File: config.mk
export PLATFORM = sky130hd
export DESIGN_NAME = charlcd_boot_seq
export DESIGN_NICKNAME = d
export VERILOG_FILES = /design/src/rtl/charlcd_boot_seq.sv
export SDC_FILE = /design/constraint.sdc
export NUM_CORES = 1
export LEC_CHECK = 0
export BUFFER_PORTS_ARGS = -buffer_cell sky130_fd_sc_hd__buf_2
export CAP_MARGIN = 20
export CORE_MARGIN = 1.5
export CORE_UTILIZATION = 60
export CTS_CLUSTER_DIAMETER = 120
export CTS_CLUSTER_SIZE = 14
export DETAILED_ROUTE_END_ITERATION = 6
export PLACE_DENSITY = 0.91
export SLEW_MARGIN = 15
export SYNTH_ARGS = -nofsm -noshare
export SYNTH_HDL_FRONTEND = slang
export SYNTH_SLANG_ARGS = --single-unit
File: constraint.sdc
create_clock -name clk -period 3.3 [get_ports clk]
set_input_delay 0.33 -clock clk [delete_from_list [all_inputs] [get_ports clk]]
set_output_delay 0.33 -clock clk [all_outputs]
set_load 0.02 [all_outputs]
File: src/rtl/charlcd_boot_seq.sv
module charlcd_boot_seq #(
  parameter bit          NIBBLE_BUS = 1'b0,
  parameter int unsigned T_POWER    = 1510000,
  parameter int unsigned T_WAKE1    = 420000,
  parameter int unsigned T_WAKE2    = 11000,
  parameter int unsigned T_CMD      = 3800,
  parameter int unsigned T_CLEAR    = 153000
) (
  input  logic       clk,
  input  logic       rst_n,
  input  logic       cfg_two_line,
  input  logic       cfg_tall_font,
  input  logic       cfg_addr_inc,
  input  logic       cfg_scroll,
  output logic       wr_req,
  output logic [7:0] wr_data,
  input  logic       wr_done,
  output logic       init_done
);

  localparam int unsigned M1   = (T_POWER > T_WAKE1) ? T_POWER : T_WAKE1;
  localparam int unsigned M2   = (T_WAKE2 > T_CMD) ? T_WAKE2 : T_CMD;
  localparam int unsigned M3   = (M1 > M2) ? M1 : M2;
  localparam int unsigned MAXW = (M3 > T_CLEAR) ? M3 : T_CLEAR;
  localparam int          CW   = $clog2(MAXW + 1);
  localparam int          NIT  = NIBBLE_BUS ? 8 : 7;

  typedef enum logic [1:0] {ST_PWR, ST_SEND, ST_GAP, ST_DONE} st_t;

  st_t          st;
  logic [CW-1:0] cnt;
  logic [2:0]    idx;
  logic          lo_half;

  logic [2:0]    k;
  logic [7:0]    op;
  logic [CW-1:0] gap;
  logic          single;

  assign k      = idx - {2'b00, (NIBBLE_BUS && idx >= 3'd4)};
  assign single = NIBBLE_BUS && (idx < 3'd4);

  always_comb begin
    op  = 8'h30;
    gap = CW'(T_CMD);
    if (NIBBLE_BUS && idx == 3'd3) begin
      op = 8'h20;
    end else begin
      case (k)
        3'd0: gap = CW'(T_WAKE1);
        3'd1: gap = CW'(T_WAKE2);
        3'd2: op  = 8'h30;
        3'd3: op  = {3'b001, ~NIBBLE_BUS, cfg_two_line, cfg_tall_font, 2'b00};
        3'd4: op  = 8'h08;
        3'd5: begin op = 8'h01; gap = CW'(T_CLEAR); end
        default: op = {5'b00000, 1'b1, cfg_addr_inc, cfg_scroll};
      endcase
    end
  end

  assign wr_req    = (st == ST_SEND);
  assign init_done = (st == ST_DONE);
  assign wr_data   = NIBBLE_BUS ? {(lo_half ? op[3:0] : op[7:4]), 4'h0} : op;

  always_ff @(posedge clk or negedge rst_n) begin
    if (!rst_n) begin
      st      <= ST_PWR;
      cnt     <= '0;
      idx     <= '0;
      lo_half <= 1'b0;
    end else begin
      case (st)
        ST_PWR: begin
          if (cnt == CW'(T_POWER - 1)) begin
            st  <= ST_SEND;
            cnt <= '0;
          end else begin
            cnt <= cnt + 1'b1;
          end
        end
        ST_SEND: begin
          if (wr_done) begin
            if (NIBBLE_BUS && !single && !lo_half) begin
              lo_half <= 1'b1;
            end else begin
              lo_half <= 1'b0;
              st      <= ST_GAP;
              cnt     <= '0;
            end
          end
        end
        ST_GAP: begin
          if (cnt == gap - 1'b1) begin
            cnt <= '0;
            if (idx == 3'(NIT - 1)) begin
              st <= ST_DONE;
            end else begin
              idx <= idx + 1'b1;
              st  <= ST_SEND;
            end
          end else begin
            cnt <= cnt + 1'b1;
          end
        end
        default: st <= ST_DONE;
      endcase
    end
  end

endmodule

==> results.sh, run 1 <==
export IMPL_required_ns=3.52
export IMPL_critPathArrivalTime_ns=2.94
export IMPL_track_usage_pct=28.8
export IMPL_cellLeakagePower_nw=0.945
export IMPL_worstSetupStartpoint="idx[1]"
export IMPL_vias_per_cell=6.70
export IMPL_final_cells=292
export IMPL_grt_first_pass_wirelength_mm=8.04
export IMPL_initial_core_util_pct=61.8
export IMPL_netlist_area_mm2=0.00205
export IMPL_synth_distinct_cells=62
export IMPL_drtIter0Drc=266
export IMPL_wl_per_cell_um=16.7
export IMPL_status="finished, final reports clean"
export IMPL_core_region_area_mm2=0.00331
export IMPL_vias=1957
export IMPL_remaining_drc_errors=0
export IMPL_slew_violations=0
export IMPL_timing_rr_start="idx[1]"
export IMPL_min_period_over_period_pct=82.3
export IMPL_p_sw_w=0.000108
export IMPL_grt_ovfl_total=0
export IMPL_start_kind="flip-flop"
export IMPL_crit_type="flip-flop to flip-flop"
export IMPL_worst_path_buf_inv=2
export IMPL_final_util_pct=65.9
export IMPL_cts_root_buf="clkbuf_4"
export IMPL_dp_hpwl_mm=3.49
export IMPL_synth_flop_cell="dfrtp_1"
export IMPL_row_count=21
export IMPL_dieArea_mm2=0.00377
export IMPL_endpoint_kind="flip-flop"
export IMPL_slew_headroom_pct=59.5
export IMPL_max_stage_delay_ns=0.53
export IMPL_insertion_delay_ns=0.33
export IMPL_clkPwrFrac_pct=40.2
export IMPL_crit_chain="inv_1 > ha_1 > nor3b_2 > nand4b_1 > a222oi_1 > buf_4 > a31oi_4 > o21ai_4 > o41ai_1"
export IMPL_p_seq_share_pct=57.6
export IMPL_cts_sinks=26
export IMPL_cts_tree="built"
export IMPL_place_ws_ns=0.618
export IMPL_swShare_pct=19.5
export IMPL_clk_pin_slew_ns=0.14
export IMPL_rsz0062_at_grt="no"
export IMPL_final_hold_viol_count=0
export IMPL_crit_fanout=14
export IMPL_hold_path_class="primary input to asynchronous set/reset pin"
export IMPL_gr_usage_met1_pct=39.5
export IMPL_ir_worst_vdd_mv=0.143
export IMPL_combPwrFrac_pct=2.2
export IMPL_n_antenna_cell=0
export IMPL_cts_buffers=3
export IMPL_cap_viol_max_count=0
export IMPL_synthCells=238
export IMPL_grt_pass1_vias=1761
export IMPL_synth_avg_cell_area_um2=8.60
export IMPL_layout_common_cells="nand2_1 (36), dfrtp_1 (26), buf_2 (14)"
export IMPL_synth_warnings=0
export IMPL_period_needed_ns=2.72
export IMPL_ant_nets=0
export IMPL_fp_dieH_um=61.4
export IMPL_worstMarginPinSlew_ns=0.600
export IMPL_dp_cells=287
export IMPL_firstDrtPassIters=5
export IMPL_grt_max_degree=29
export IMPL_grt_use_met3_pct=4.41
export IMPL_grtUsageMet2_pct=43.6
export IMPL_ys_seq_area_share_pct=31.8
export IMPL_cts_max_path_buffers=2
export IMPL_worst_slack_ns=0.583
export IMPL_drive_gt1_share_pct=14.2
export IMPL_die_w_um=61.4
export IMPL_crit_slowest_cell="dfrtp_1"
export IMPL_cpLargestDelayFamily="compound AO/OA/AOI/OAI gates"
export IMPL_area_delta_synth_final_pct=6.73
export IMPL_whs_ns=0.505
export IMPL_p_int_w=0.000445
export IMPL_fin_skew_ns=0.00692
export IMPL_wl_mm=4.88
export IMPL_htreeDepth=1
export IMPL_ys_seq_elements=26
export IMPL_place_congestion=0.921
export IMPL_cts_setup_buffers=0
export IMPL_setup_viol=0
export IMPL_grt_most_used_layer="met2"
export IMPL_layout_commonest_cell="nand2_1"
export IMPL_numPortBuffers=14
export IMPL_fin_nets=265
export IMPL_ys_async_sr_fraction_pct=100
export IMPL_setup_tns_ns=0
export IMPL_io_pins=17
export IMPL_antenna_found_initial=0
export IMPL_synth_edff_count=0
export IMPL_fmax_mhz=368
export IMPL_power_density_mw_per_mm2=253
-- routing by layer --
metal	vias up	wire length [um]	part of all wire, %
met5	-	0	0
met4	0	161	3.3
met3	21	394	8.1
met2	110	2240	46
met1	918	2080	43
li1	908	-	-
-- registers in the layout, summed over array words and instances (netlist names) --
name and flops:
idx 3, cnt 21, st 2
-- synthesized netlist by cell type (2+ instances only) --
cell type / number / area [um2]
a21o_1: 2 / 15.0
a21oi_1: 2 / 10.0
a2bb2oi_1: 2 / 17.5
a31oi_1: 3 / 18.8
a32oi_1: 2 / 17.5
and2_1: 5 / 31.3
and3_1: 2 / 12.5
and4b_1: 2 / 20.0
buf_2: 3 / 15.0
buf_4: 3 / 22.5
clkbuf_1: 8 / 30.0
dfrtp_1: 26 / 651
ha_1: 11 / 138
inv_1: 12 / 45.0
mux2_2: 3 / 33.8
mux2i_1: 3 / 30.0
nand2_1: 36 / 135
nand3_1: 6 / 30.0
nand4_1: 12 / 75.1
nand4b_1: 3 / 26.3
nor2_1: 13 / 48.8
nor2b_1: 2 / 12.5
nor3_1: 5 / 25.0
nor3b_1: 2 / 15.0
nor4_1: 3 / 18.8
nor4b_1: 2 / 17.5
o2111ai_1: 2 / 17.5
o211ai_1: 5 / 37.5
o21a_1: 3 / 22.5
o21ai_0: 8 / 40.0
o21ai_1: 3 / 15.0
o22ai_1: 9 / 56.3
o311ai_1: 5 / 43.8
or3_1: 2 / 12.5
-- per-stage QoR --
step                      total power (W)  instance area (um2)
final                            0.000553                 2180
after global routing             0.000571                 2180
after CTS                        0.000557                 2180
after detailed placement         0.000336                 2120
after global placement           0.000336                 2120
after floorplan                  0.000329                 2050
-- power by group through the flow --
stage	sequential (W)	clock, W	combinational [W]
floorplan	0.000325	0	0.00000383
CTS	0.000319	0.000225	0.0000126
detailed placement	0.000325	0	0.0000116
global route	0.000319	0.000238	0.0000144
finish	0.000319	0.000222	0.0000122
global placement	0.000325	0	0.0000119
-- area by class of cell --
type                    instances  area [um2]
clock inverters                 1        30.0
clock buffers                   3        22.5
fillers                       277        1130
flip-flops and latches         26         651
multi-input cells             185        1270
repair buffers                 18         103
inverters                      13        48.8
well taps                      46        57.6
-- worst reg2reg max path: cells and delay by family, from the launching register on --
| kind | cells | cell delay, ns |
|---|---|---|
| buffers and inverters | 2 | 0.29 |
| and+or+nand+nor | 2 | 0.39 |
| AOI/OAI and AO/OA | 4 | 1.11 |
| DFF | 1 | 0.53 |
| adders and majority gates | 1 | 0.30 |
-- final timing paths --
path | to | slack (ns) | cells after the start
max in group asynchronous | idx[0] | 2.40 | 2
hold reg to reg | cnt[0] | 0.54 | 1
setup / recovery | cnt[7] | 0.58 | 9
hold / removal | cnt[9] | 0.50 | 2
setup reg to reg | cnt[7] | 0.58 | 9
min in group clk | st[0] | 0.54 | 4
-- logic make-up (layout without fill, tap and decap cells) --
family / count (synthesis) / after routing / share of synthesized area [%]
multiplexers: 7 / 7 / 3.85
AND/OR/NAND/NOR: 104 / 104 / 27.5
AO/OA/AOI/OAI: 59 / 59 / 22.9
other: 1 / 2 / 0.183
XOR/XNOR: 2 / 2 / 0.856
flip-flops: 26 / 26 / 31.8
buffers and inverters: 28 / 35 / 6.24
adder cells (fa/ha/maj): 11 / 11 / 6.73
-- what timing repair did --
action	CTS	global route
hold buffers	1	0
gates resized for setup	0	0
hold endpoints to repair	26	0
(Power assumes the default switching activity.)
==> run 2: changes to the inputs <==
--- a/config.mk
+++ b/config.mk
@@ -8,11 +8,11 @@
 export BUFFER_PORTS_ARGS = -buffer_cell sky130_fd_sc_hd__buf_2
 export CAP_MARGIN = 20
 export CORE_MARGIN = 1.5
-export CORE_UTILIZATION = 60
+export CORE_UTILIZATION = 54
 export CTS_CLUSTER_DIAMETER = 120
 export CTS_CLUSTER_SIZE = 14
 export DETAILED_ROUTE_END_ITERATION = 6
-export PLACE_DENSITY = 0.91
+export PLACE_DENSITY = 0.87
 export SLEW_MARGIN = 15
 export SYNTH_ARGS = -nofsm -noshare
 export SYNTH_HDL_FRONTEND = slang
==> constraint.sdc (replaced) <==
create_clock -name clk -period 2.4 [get_ports clk]
set_input_delay 0.24 -clock clk [delete_from_list [all_inputs] [get_ports clk]]
set_output_delay 0.24 -clock clk [all_outputs]
set_load 0.02 [all_outputs]
==> run 2 against run 1 <==
The run now ends with setup timing left; sequential power rose by 37%; sequential share of layout area shrank 3.8 points; combinational power is 42% higher; cell area up 15%; clock power grew 69%; non-clock buffer count up 24; total power increased by 50%; critical path type unchanged; largest cell class unchanged.
==> results.sh, run 2 (synthesized netlist as in run 1, its figures left out) <==
export IMPL_status="finished, violations left"
export IMPL_violations="setup timing"
export IMPL_drtIter0Drc=280
export IMPL_cts_root_buf="clkbuf_8"
export IMPL_crit_type="flip-flop to flip-flop"
export IMPL_cts_max_path_buffers=2
export IMPL_largest_register_ffs=21
export IMPL_largest_registers="cnt: 21 flops, idx: 3 flops, st: 2 flops"
export IMPL_rr_worst_depth=6
export IMPL_power_density_mw_per_mm2=330
export IMPL_grt_max_degree=28
export IMPL_grt_first_pass_wirelength_mm=9.28
export IMPL_area_delta_synth_final_pct=22.9
export IMPL_top_register="cnt"
export IMPL_insertion_delay_ns=0.28
export IMPL_fin_skew_ns=0.00468
export IMPL_row_count=22
export IMPL_wl_per_cell_um=18.1
export IMPL_fmax_mhz=413
export IMPL_dieArea_mm2=0.00417
export IMPL_endpoint_kind="flip-flop"
export IMPL_firstDrtPassIters=5
export IMPL_vias_per_cell=6.68
export IMPL_fin_nets=290
export IMPL_min_period_over_period_pct=101
export IMPL_io_pins=17
export IMPL_track_usage_pct=28.6
export IMPL_ant_nets=0
export IMPL_rrSetupSlack_ns=-0.02
export IMPL_timing_rr_start="idx[1]"
export IMPL_antenna_found_initial=0
export IMPL_required_ns=2.60
export IMPL_period_needed_ns=2.42
export IMPL_remaining_drc_errors=0
export IMPL_critPathArrivalTime_ns=2.62
export IMPL_slew_headroom_pct=59.5
export IMPL_slew_violations=0
export IMPL_cts_sinks=26
export IMPL_start_kind="flip-flop"
export IMPL_setup_viol=3
export IMPL_wl_mm=5.77
export IMPL_layout_commonest_cell="nand2_1"
export IMPL_worst_slack_ns=-0.0231
export IMPL_layout_common_cells="nand2_1 (36), dfrtp_1 (24), buf_4 (21)"
export IMPL_hold_path_class="primary input to asynchronous set/reset pin"
export IMPL_reg2reg_to="st[1]"
export IMPL_cts_tree="built"
export IMPL_dp_hpwl_mm=3.72
export IMPL_grt_ovfl_total=0
export IMPL_core_region_area_mm2=0.00366
export IMPL_ir_worst_vdd_mv=0.279
export IMPL_crit_fanout=4
export IMPL_die_w_um=64.6
export IMPL_cts_buffers=3
export IMPL_cellLeakagePower_nw=1.10
export IMPL_n_antenna_cell=0
export IMPL_numPortBuffers=14
export IMPL_drive_gt1_share_pct=26.9
export IMPL_vias=2132
export IMPL_place_congestion=0.984
export IMPL_final_hold_viol_count=0
export IMPL_fp_dieH_um=64.6
export IMPL_worstMarginPinSlew_ns=0.608
export IMPL_cap_viol_max_count=0
export IMPL_rsz0062_at_grt="yes"
export IMPL_clk_pin_slew_ns=0.10
export IMPL_htreeDepth=1
export IMPL_grt_pass1_vias=1904
export IMPL_initial_core_util_pct=55.9
export IMPL_final_util_pct=68.7
export IMPL_whs_ns=0.501
run 2: power breakdown:
group	total [W]	internal [W]	switching (W)
clock	0.000375	0.000224	0.000152
sequential	0.000438	0.000438	0
combinational	0.0000173	0.00000450	0.0000128
total	0.000830	0.000666	0.000165
run 2: critical path, stage by stage (launching register included):
cell	delay (ns)
dfrtp_2	0.44
buf_6	0.13
or4_4	0.53
a2111oi_4	0.44
nand3_1	0.20
a221oi_4	0.36
mux2i_1	0.24
run 2: timing repair:
item / 4_1_cts / 5_1_grt
setup buffers: 4 / 4
hold buffers: 1 / 0
endpoints found under the setup margin: 12 / 24
gates resized for setup: 9 / 13
endpoints found under the hold margin: 26 / 0
pin swaps: 8 / 9
gates cloned: 0 / 2
run 2: how the worst max path moves through the flow:
| stage | startpoint | end | slack (ns) | cells after the start |
|---|---|---|---|---|
| floorplan | idx[1] | idx[1] | -0.08 | 9 |
| detailed placement | idx[1] | st[1] | -0.03 | 8 |
| global placement | idx[1] | st[1] | 0.08 | 8 |
| finish | idx[1] | st[1] | -0.02 | 6 |
| CTS | idx[1] | st[1] | -0.008 | 6 |
| global route | idx[0] | st[1] | -0.15 | 9 |
run 2: final cells by class:
type | instances | area, um2
clock inverters | 1 | 30.0
clock buffers | 3 | 41.3
fillers | 261 | 1150
repair buffers | 42 | 299
well taps | 48 | 60.1
multi-input cells | 186 | 1380
inverters | 13 | 51.3
flip-flops and latches | 26 | 653
run 2: layer usage:
layer  vias to the layer above  GRT usage (%)  part of all wire (%)
met3                        23           4.51                   6.9
met5                         -              0                     0
met4                         0           9.04                   3.0
li1                        968              -                     -
met2                       120           48.4                    49
met1                      1021           37.4                    41
run 2: per-stage QoR:
stage	worst slack [ns]	cell area (um2)	power [W]	TNS [ns]	cells
after floorplan	-0.0801	2090	0.000452	-0.257	239
final	-0.0231	2510	0.000830	-0.0410	319
after detailed placement	-0.0327	2260	0.000463	-0.0434	304
after global routing	-0.151	2510	0.000861	-1.61	319
after global placement	0.0755	2260	0.000463	0	304
after CTS	-0.00751	2410	0.000833	-0.00751	313
==> run 3: changes to the inputs <==
--- a/config.mk
+++ b/config.mk
@@ -7,8 +7,10 @@
 export LEC_CHECK = 0
 export BUFFER_PORTS_ARGS = -buffer_cell sky130_fd_sc_hd__buf_2
 export CAP_MARGIN = 20
+export CELL_PAD_IN_SITES_DETAIL_PLACEMENT = 0
+export CELL_PAD_IN_SITES_GLOBAL_PLACEMENT = 1
 export CORE_MARGIN = 1.5
-export CORE_UTILIZATION = 54
+export CORE_UTILIZATION = 41
 export CTS_CLUSTER_DIAMETER = 120
 export CTS_CLUSTER_SIZE = 14
 export DETAILED_ROUTE_END_ITERATION = 6
==> run 3 against run 2 <==
The run now ends clean; total power is 11% lower; cell count increased by 7.2%; via count shrank 7.6%; first-iteration DRC count fell by 20%; largest power group unchanged.
==> results.sh, run 3 (synthesized netlist as in run 1, its figures left out) <==
export IMPL_status="finished, final reports clean"
export IMPL_whs_ns=0.500
export IMPL_clk_pin_slew_ns=0.09
export IMPL_vias=1969
export IMPL_rsz0062_at_grt="yes"
export IMPL_power_density_mw_per_mm2=290
export IMPL_ant_nets=0
export IMPL_hold_path_class="primary input to flip-flop"
export IMPL_grt_max_degree=28
export IMPL_endpoint_kind="flip-flop"
export IMPL_fin_skew_ns=0.00758
export IMPL_crit_type="flip-flop to flip-flop"
export IMPL_initial_core_util_pct=43.0
export IMPL_insertion_delay_ns=0.27
export IMPL_die_w_um=73.6
export IMPL_p_sw_w=0.000154
export IMPL_cts_root_buf="clkbuf_8"
export IMPL_fillers=441
export IMPL_p_seq_share_pct=58.9
export IMPL_place_congestion=0.935
export IMPL_grt_ovfl_total=0
export IMPL_worstMarginPinSlew_ns=0.611
export IMPL_drive_gt1_share_pct=29.5
export IMPL_cts_tree="built"
export IMPL_min_period_over_period_pct=97.8
export IMPL_required_ns=2.57
export IMPL_final_hold_viol_count=0
export IMPL_firstDrtPassIters=4
export IMPL_vias_per_cell=5.76
export IMPL_remaining_drc_errors=0
export IMPL_multi_input_area_mm2=0.00138
export IMPL_cts_buffers=3
export IMPL_htreeDepth=1
export IMPL_n_antenna_cell=0
export IMPL_dp_hpwl_mm=3.77
export IMPL_core_region_area_mm2=0.00475
export IMPL_layout_common_cells="nand2_1 (36), buf_4 (28), dfrtp_1 (23)"
export IMPL_layout_commonest_cell="nand2_1"
export IMPL_largest_registers="cnt: 21 flops, idx: 3 flops, st: 2 flops"
export IMPL_cellLeakagePower_nw=1.12
export IMPL_track_usage_pct=20.0
export IMPL_wl_per_cell_um=15.3
export IMPL_crit_fanout=6
export IMPL_fin_nets=294
export IMPL_seqCellArea_um2=654
export IMPL_slew_headroom_pct=59.3
export IMPL_cts_sinks=26
export IMPL_grt_pass1_vias=1785
export IMPL_numPortBuffers=14
export IMPL_cap_viol_max_count=0
export IMPL_io_pins=17
export IMPL_top_register="cnt"
export IMPL_dieArea_mm2=0.00542
export IMPL_fp_dieH_um=73.6
export IMPL_start_kind="flip-flop"
export IMPL_fmax_mhz=426
export IMPL_area_delta_synth_final_pct=25.1
export IMPL_swShare_pct=20.7
export IMPL_p_int_w=0.000589
export IMPL_cts_max_path_buffers=2
export IMPL_combPwrFrac_pct=2.3
export IMPL_setup_viol=0
export IMPL_grt_first_pass_wirelength_mm=8.54
export IMPL_antenna_found_initial=0
export IMPL_setup_tns_ns=0
export IMPL_critPathArrivalTime_ns=2.52
export IMPL_largest_register_ffs=21
export IMPL_drtIter0Drc=225
export IMPL_slew_violations=0
export IMPL_wl_mm=5.24
export IMPL_period_needed_ns=2.35
export IMPL_ir_worst_vdd_mv=0.273
export IMPL_clkPwrFrac_pct=38.8
export IMPL_row_count=25
export IMPL_final_util_pct=53.8
run 3: changes by cell type in the layout (fill, tap and decap cells not counted), sizes merged:
cell	delta
bufinv	-1
clkbuf	+1
o21ai	-1
buf	+5
run 3: repair_timing:
item | CTS | global route
endpoints found under the setup margin | 9 | 13
endpoints found under the hold margin | 26 | 0
resized for setup | 2 | 21
pin swaps | 3 | 11
setup buffers | 3 | 3
hold buffers | 1 | 0
run 3: path summary, 6_finish.rpt:
| kind | cells past startpoint | start | slack (ns) | endpoint |
|---|---|---|---|---|
| setup / recovery | 10 | idx[0] | 0.05 | cnt[7] |
| hold / removal | 4 | wr_done | 0.50 | st[1] |
| setup reg to reg | 10 | idx[0] | 0.05 | cnt[7] |
| hold reg to reg | 1 | cnt[0] | 0.52 | cnt[0] |
| max in group asynchronous | 2 | rst_n | 1.46 | idx[2] |
| min in group asynchronous | 2 | rst_n | 0.51 | cnt[2] |
run 3: per-stage QoR:
step / setup slack [ns] / instances / instance area (um2) / power (W)
after floorplan: -0.0801 / 239 / 2090 / 0.000452
after global placement: -0.00892 / 331 / 2350 / 0.000463
after detailed placement: -0.0761 / 331 / 2350 / 0.000463
after CTS: 0.0255 / 339 / 2440 / 0.000750
after global routing: -0.0546 / 342 / 2560 / 0.000766
final: 0.0527 / 342 / 2560 / 0.000743
run 3: layer usage:
metal	global-route usage, %	wire (um)	vias to the layer above
li1	-	-	970
met1	29.4	2420	934
met2	32.3	2490	61
met3	1.51	305	4
met4	4.12	27	0
met5	0	0	-
run 3: power groups by stage:
stage,logic (W),clock network [W],registers (W)
global route,0.0000197,0.000308,0.000438
global placement,0.0000165,0,0.000446
detailed placement,0.0000165,0,0.000446
floorplan,0.00000527,0,0.000446
finish,0.0000170,0.000288,0.000438
CTS,0.0000178,0.000295,0.000438
run 3: layout make-up:
type / instances / area share [%]
clock buffer: 4 / 2.15
sequential: 26 / 25.6
tap: 67 / 3.28
inverter: 13 / 2.00
timing repair buffer: 47 / 13.1
multi-input combinational: 185 / 53.9
run 3: worst max-delay path: stages (launching register included):
cell and delay, ns:
dfrtp_2 0.45, ha_4 0.21, buf_6 0.13, and4b_1 0.19, o21ai_0 0.15, a222oi_1 0.09, buf_4 0.17, a31oi_4 0.30
o21ai_4 0.10, buf_4 0.17, o41ai_2 0.28
